--- config.mk ---
export PLATFORM = sky130hd
export DESIGN_NAME = bcd_addsub_unit
export DESIGN_NICKNAME = d
export VERILOG_FILES = /design/src/rtl/bcdas_pkg.sv /design/src/rtl/bcdas_decimal_chain.sv /design/src/rtl/bcdas_binary_path.sv /design/src/rtl/bcdas_flag_unit.sv /design/src/rtl/bcd_addsub_unit.sv
export SDC_FILE = /design/constraint.sdc
export NUM_CORES = 1
export LEC_CHECK = 0
export CAP_MARGIN = 20
export CELL_PAD_IN_SITES_DETAIL_PLACEMENT = 1
export CELL_PAD_IN_SITES_GLOBAL_PLACEMENT = 1
export CORE_ASPECT_RATIO = 1.25
export CORE_MARGIN = 2
export CORE_UTILIZATION = 35
export DETAILED_ROUTE_END_ITERATION = 12
export GPL_TIMING_DRIVEN = 1
export HOLD_SLACK_MARGIN = 0.05
export PLACE_DENSITY_LB_ADDON = 0.25
export SLEW_MARGIN = 10
export SYNTH_ARGS = -nofsm -noshare
export SYNTH_HDL_FRONTEND = slang
export SYNTH_SLANG_ARGS = --single-unit
--- constraint.sdc ---
create_clock -name clk -period 13.1 [get_ports clk]
set_input_delay 2.62 -clock clk [delete_from_list [all_inputs] [get_ports clk]]
set_output_delay 2.62 -clock clk [all_outputs]
set_load 0.05 [all_outputs]
--- src/rtl/bcdas_pkg.sv ---
package bcdas_pkg;
  localparam int unsigned DATA_W = 16;

  typedef enum logic [1:0] {
    OP_ADD  = 2'b00,
    OP_SUB  = 2'b01,
    OP_CMP  = 2'b10,
    OP_CMPX = 2'b11
  } op_e;

  function automatic logic is_compare(input logic [1:0] op);
    return op[1];
  endfunction

  function automatic logic is_subtract(input logic [1:0] op);
    return op[1] | op[0];
  endfunction
endpackage

--- src/rtl/bcdas_decimal_chain.sv ---
module bcdas_decimal_chain #(
  parameter int unsigned DIGITS = 4,
  localparam int unsigned W = 4 * DIGITS
) (
  input  logic [W-1:0]      a,
  input  logic [W-1:0]      b,
  input  logic              cin,
  input  logic              sub,
  output logic [W-1:0]      sum,
  output logic [DIGITS-1:0] carry_vec
);
  // k carries the decimal carry (add) or the borrow (subtract) between digits
  logic [DIGITS:0] k;
  assign k[0] = sub ? ~cin : cin;

  for (genvar i = 0; i < DIGITS; i++) begin : g_digit
    logic [3:0] ad, bd, dig;
    logic [4:0] raw_add;
    logic [5:0] raw_sub;
    logic       fix_add, neg_sub;

    assign ad      = a[4*i +: 4];
    assign bd      = b[4*i +: 4];
    assign raw_add = {1'b0, ad} + {1'b0, bd} + {4'd0, k[i]};
    assign raw_sub = {2'b00, ad} - {2'b00, bd} - {5'd0, k[i]};
    assign fix_add = (raw_add >= 5'd10);
    assign neg_sub = raw_sub[5];

    always_comb begin
      if (sub) dig = neg_sub ? (raw_sub[3:0] - 4'd6) : raw_sub[3:0];
      else     dig = fix_add ? (raw_add[3:0] + 4'd6) : raw_add[3:0];
    end

    assign k[i+1]       = sub ? neg_sub : fix_add;
    assign sum[4*i +: 4] = dig;
    assign carry_vec[i] = sub ? ~neg_sub : fix_add;
  end
endmodule

--- src/rtl/bcdas_binary_path.sv ---
module bcdas_binary_path #(
  parameter int unsigned W = 16,
  localparam int unsigned HALF = W / 2
) (
  input  logic [W-1:0] a,
  input  logic [W-1:0] b_eff,
  input  logic         cin,
  input  logic         wide,
  output logic [W-1:0] sum,
  output logic         carry
);
  logic [W:0] full;
  assign full  = {1'b0, a} + {1'b0, b_eff} + {{W{1'b0}}, cin};
  assign sum   = full[W-1:0];
  assign carry = wide ? full[W] : full[HALF];
endmodule

--- src/rtl/bcdas_flag_unit.sv ---
module bcdas_flag_unit #(
  parameter int unsigned W = 16,
  localparam int unsigned HALF = W / 2
) (
  input  logic [W-1:0] res,
  input  logic [W-1:0] a,
  input  logic [W-1:0] b_eff,
  input  logic         wide,
  output logic         neg,
  output logic         zero,
  output logic         ovf
);
  logic sr, sa, sb;
  assign sr   = wide ? res[W-1]   : res[HALF-1];
  assign sa   = wide ? a[W-1]     : a[HALF-1];
  assign sb   = wide ? b_eff[W-1] : b_eff[HALF-1];
  assign neg  = sr;
  assign zero = wide ? (res == '0) : (res[HALF-1:0] == '0);
  assign ovf  = (sa == sb) && (sr != sa);
endmodule

--- src/rtl/bcd_addsub_unit.sv ---
module bcd_addsub_unit
  import bcdas_pkg::*;
#(
  parameter int unsigned W = DATA_W,
  localparam int unsigned HALF = W / 2,
  localparam int unsigned DIG  = W / 4
) (
  input  logic         clk,
  input  logic         rst_n,
  input  logic         in_valid,
  output logic         in_ready,
  input  logic [W-1:0] acc_in,
  input  logic [W-1:0] opnd_in,
  input  logic         carry_in,
  input  logic [1:0]   op_sel,
  input  logic         wide,
  input  logic         bcd,
  output logic         out_valid,
  input  logic         out_ready,
  output logic [W-1:0] acc_out,
  output logic         flag_n,
  output logic         flag_v,
  output logic         flag_z,
  output logic         flag_c
);
  logic [W-1:0] mask, a_m, b_m, b_eff, bin_sum, dec_sum, res_m, acc_nx;
  logic [DIG-1:0] dec_cv;
  logic cmp, sub, cin_eff, use_dec, bin_c, dec_c, c_nx, n_nx, z_nx, v_raw;

  assign cmp     = is_compare(op_sel);
  assign sub     = is_subtract(op_sel);
  assign mask    = wide ? {W{1'b1}} : {{HALF{1'b0}}, {HALF{1'b1}}};
  assign a_m     = acc_in & mask;
  assign b_m     = opnd_in & mask;
  assign b_eff   = sub ? (~opnd_in & mask) : b_m;
  assign cin_eff = cmp ? 1'b1 : carry_in;
  assign use_dec = bcd & ~cmp;

  bcdas_binary_path #(.W(W)) u_bin (
    .a(a_m), .b_eff(b_eff), .cin(cin_eff), .wide(wide),
    .sum(bin_sum), .carry(bin_c)
  );

  bcdas_decimal_chain #(.DIGITS(DIG)) u_dec (
    .a(a_m), .b(b_m), .cin(cin_eff), .sub(sub),
    .sum(dec_sum), .carry_vec(dec_cv)
  );

  assign dec_c = wide ? dec_cv[DIG-1] : dec_cv[DIG/2-1];
  assign res_m = (use_dec ? dec_sum : bin_sum) & mask;
  assign c_nx  = use_dec ? dec_c : bin_c;

  bcdas_flag_unit #(.W(W)) u_flg (
    .res(res_m), .a(a_m), .b_eff(b_eff), .wide(wide),
    .neg(n_nx), .zero(z_nx), .ovf(v_raw)
  );

  always_comb begin
    if (cmp)       acc_nx = acc_in;
    else if (wide) acc_nx = res_m;
    else           acc_nx = {acc_in[W-1:HALF], res_m[HALF-1:0]};
  end

  assign in_ready = ~out_valid | out_ready;

  always_ff @(posedge clk) begin
    if (!rst_n) begin
      out_valid <= 1'b0;
      acc_out   <= '0;
      flag_n    <= 1'b0;
      flag_v    <= 1'b0;
      flag_z    <= 1'b0;
      flag_c    <= 1'b0;
    end else if (in_valid && in_ready) begin
      out_valid <= 1'b1;
      acc_out   <= acc_nx;
      flag_n    <= n_nx;
      flag_v    <= v_raw & ~cmp;
      flag_z    <= z_nx;
      flag_c    <= c_nx;
    end else if (out_ready) begin
      out_valid <= 1'b0;
    end
  end
endmodule

==> results.toml <==
[floorplanning]
die-area_um2 = 13800
core-area_um2 = 12700
die_y_um = 131
initial_core_util_pct = 35.6
io_pins = 63
core.rowCount = 46
die_w_um = 106

[yosys]
synth_top_area_share_pct = 16.4
postSynth.asyncResetShare_pct = 0
yosys_warnings = 0
ys_seq_elements = 21
synth-edff-count = 0
syn_nets = 719
synth_top_area_cell = "ha_1"
synthTopCellsByArea = "ha_1, dfxtp_1, xnor2_1"
synth.cell_area_um2 = 4510
ys_seq_area_share_pct = 9.33
synth.distinct_cells = 69
syn_area_per_cell_um2 = 7.45
synthCells = 605
synth_ff_type = "dfxtp_1"

[drt]
num_vias = 4519
drt_pass1_iterations = 4
finalWirelength_mm = 14.9
viasPerCell = 5.50
first_iter_violations = 115
post_drt_wl_per_cell_um = 18.2
drc = 0
ant_nets = 0

[clock_network]
cts_buffers = 3
clock_tree.root_cell = "clkbuf_16"
h-tree-depth = 1
cts_setup_buffers = 0
cts_buffer_depth = 2
cts_tree = "built"
clock_latency_ps = 250
cts.sinks = 21
hold_buffers = 0
path_clk_slew_ps = 60

[sta]
min_period_ps = 12360
slew_viol_final = 0
tns_ps = 0
fin_worst_skew_ps = 1.39
rsz0062_at_grt = "no"
finalWorstSetupSlack_ps = 741
max_freq_ghz = 0.0809
slew_headroom_pct = 40.0
hold_ws_ps = 456
worst_pin_slew_ps = 896
finalCritPeriodShare_pct = 94.3
hold_violations = 0
setup_viol = 0

[pwr]
p_leak_nw = 2.42
vdd.ir_drop.worst_v = 0.0000578
power_density_nw_per_um2 = 85.5

[cells_and_area]
layout-area-overhead-vs-synth_pct = 18.9
diodes = 0
nNetsFinal = 768
drive_above_1_share_pct = 5.21
post-route-util_pct = 42.3

[setup_path]
crit_required_ps = 13290
endpoint = "flag_z"
regToRegStartpoint = "out_valid"
rr_worst_depth = 8
r2r_end = "flag_z"
endpoint_kind = "flop"
cpMostUsedCell = "fa_1"
r2r_slack_ps = 11390
startpoint = "carry_in"
crit_type = "in2reg"
max_stage_delay_ps = 510
cp.arrival_ps = 12550
cp_max_fo = 6
slowest_stage = "clkdlybuf4s50_1"
cp-start-kind = "primary input"

[min_path]
hp-start = "acc_out[1]"
hp-class = "reg2reg"

[place]
place_hpwl_mm = 12.6
place_congestion = 0.864
portBuffers = 62
dp_slack_ps = 193

[run]
drv_cap = 0

[run_status]
status = "finished, final reports clean"

[global_routing]
grt_start_max_net_pins = 24
grt_pass1_vias = 4890
grt_use_total_pct = 21.6
grt_pass1_wl_mm = 24.0
antenna_found_initial = 0
grt-ovfl-total = 0
-- report_power, final --
part / switching [mW] / internal [mW] / total (mW)
combinational: 0.190 / 0.133 / 0.323
sequential: 0.00289 / 0.0692 / 0.0721
clock: 0.0217 / 0.0414 / 0.0631
-- critical path: cells and delay by family --
family	cells	cell delay, ps
mux	2	410
compound gates	14	2900
simple gates	5	850
xor+xnor	3	570
fa+ha+maj	11	4260
buf+inv	6	900
-- synthesized netlist by cell type, types with 7 or more instances --
library cell,count
nor2_1,63
a21oi_1,45
mux2i_1,21
dfxtp_1,21
buf_1,7
nor2b_1,8
inv_1,59
o211ai_1,15
a211oi_1,16
xnor2_1,41
a21o_1,8
nand2_1,56
and2_1,8
fa_1,14
clkbuf_1,11
ha_1,59
o21ai_0,19
xor2_1,11
nand3_1,8
-- metrics by stage --
stage / std cells / total power [mW] / cell area (um^2)
floorplan: 605 / 0.302 / 4510
global placement: 817 / 0.383 / 5270
detailed placement: 817 / 0.394 / 5270
CTS: 821 / 0.459 / 5350
global route: 821 / 0.498 / 5360
finish: 821 / 0.459 / 5360
-- routing by layer --
layer | vias to the layer above | wire length (um) | share of wire (%) | GRT usage (%)
met1 | 2211 | 5910 | 40 | 23.4
met3 | 22 | 344 | 2.3 | 1.34
li1 | 2212 | - | - | -
met2 | 74 | 8320 | 56 | 45.2
met5 | - | 0 | 0 | 0
met4 | 0 | 344 | 2.3 | 5.03
-- flip-flops by register name, indices dropped and copies added (netlist names) --
signal     cells
flag_c         1
out_valid      1
flag_n         1
acc_out       16
flag_v         1
flag_z         1
-- worst min path at each step --
stage | endpoint | slack (ps) | cells after the start
2_1_floorplan | acc_out[1] | 670 | 2
3_3_place_gp | acc_out[6] | 440 | 2
3_5_place_dp | acc_out[6] | 450 | 2
4_1_cts | acc_out[1] | 460 | 2
5_1_grt | acc_out[6] | 490 | 2
6_report | acc_out[1] | 460 | 2
-- cells by family (layout without fill, tap and decap cells) --
logic type | after synthesis | count (layout) | share of synthesized area [%]
xor gates and xnor gates | 52 | 52 | 10.1
buffers and inverters | 85 | 133 | 7.55
adders and majority gates | 73 | 73 | 22.6
AOI/OAI and AO/OA | 155 | 155 | 23.5
DFF | 21 | 21 | 9.33
and+or+nand+nor | 192 | 192 | 20.8
muxes | 27 | 27 | 6.16
-- cell type report --
cell class / instances / area [um^2]
clock buffers: 4 / 78.8
fillers: 1611 / 7300
inverters: 61 / 229
multi-input cells: 499 / 3750
flip-flops and latches: 21 / 420
well taps: 168 / 210
repair buffers: 68 / 668
-- what timing repair did --
action                                 in CTS  in global routing
endpoints found under the hold margin       0                  0
resized for setup                           0                  3
setup endpoints to repair                   0                  4
-- cell usage in the layout, fill, tap and decap left out, types with 6 or more instances in the layout --
cell             Yosys  final
nand3b_1             6      6
xor2_1              11     11
and2_1               8      8
mux2_2               6      6
a21oi_1             45     45
nand3_1              8      8
clkdlybuf4s50_1      0     61
o211ai_1            15     15
nor3_1               6      6
mux2i_1             21     21
inv_1               59     59
xnor2_1             41     41
nand2b_1             6      6
nand2_1             56     56
a31oi_1              6      6
a21o_1               8      8
o21ai_0             19     19
nor2b_1              8      8
ha_1                59     58
fa_1                14     14
nor2_1              63     63
buf_4                3      6
a211oi_1            16     15
dfxtp_1             21     21
Power figures use the tool's default switching activity.
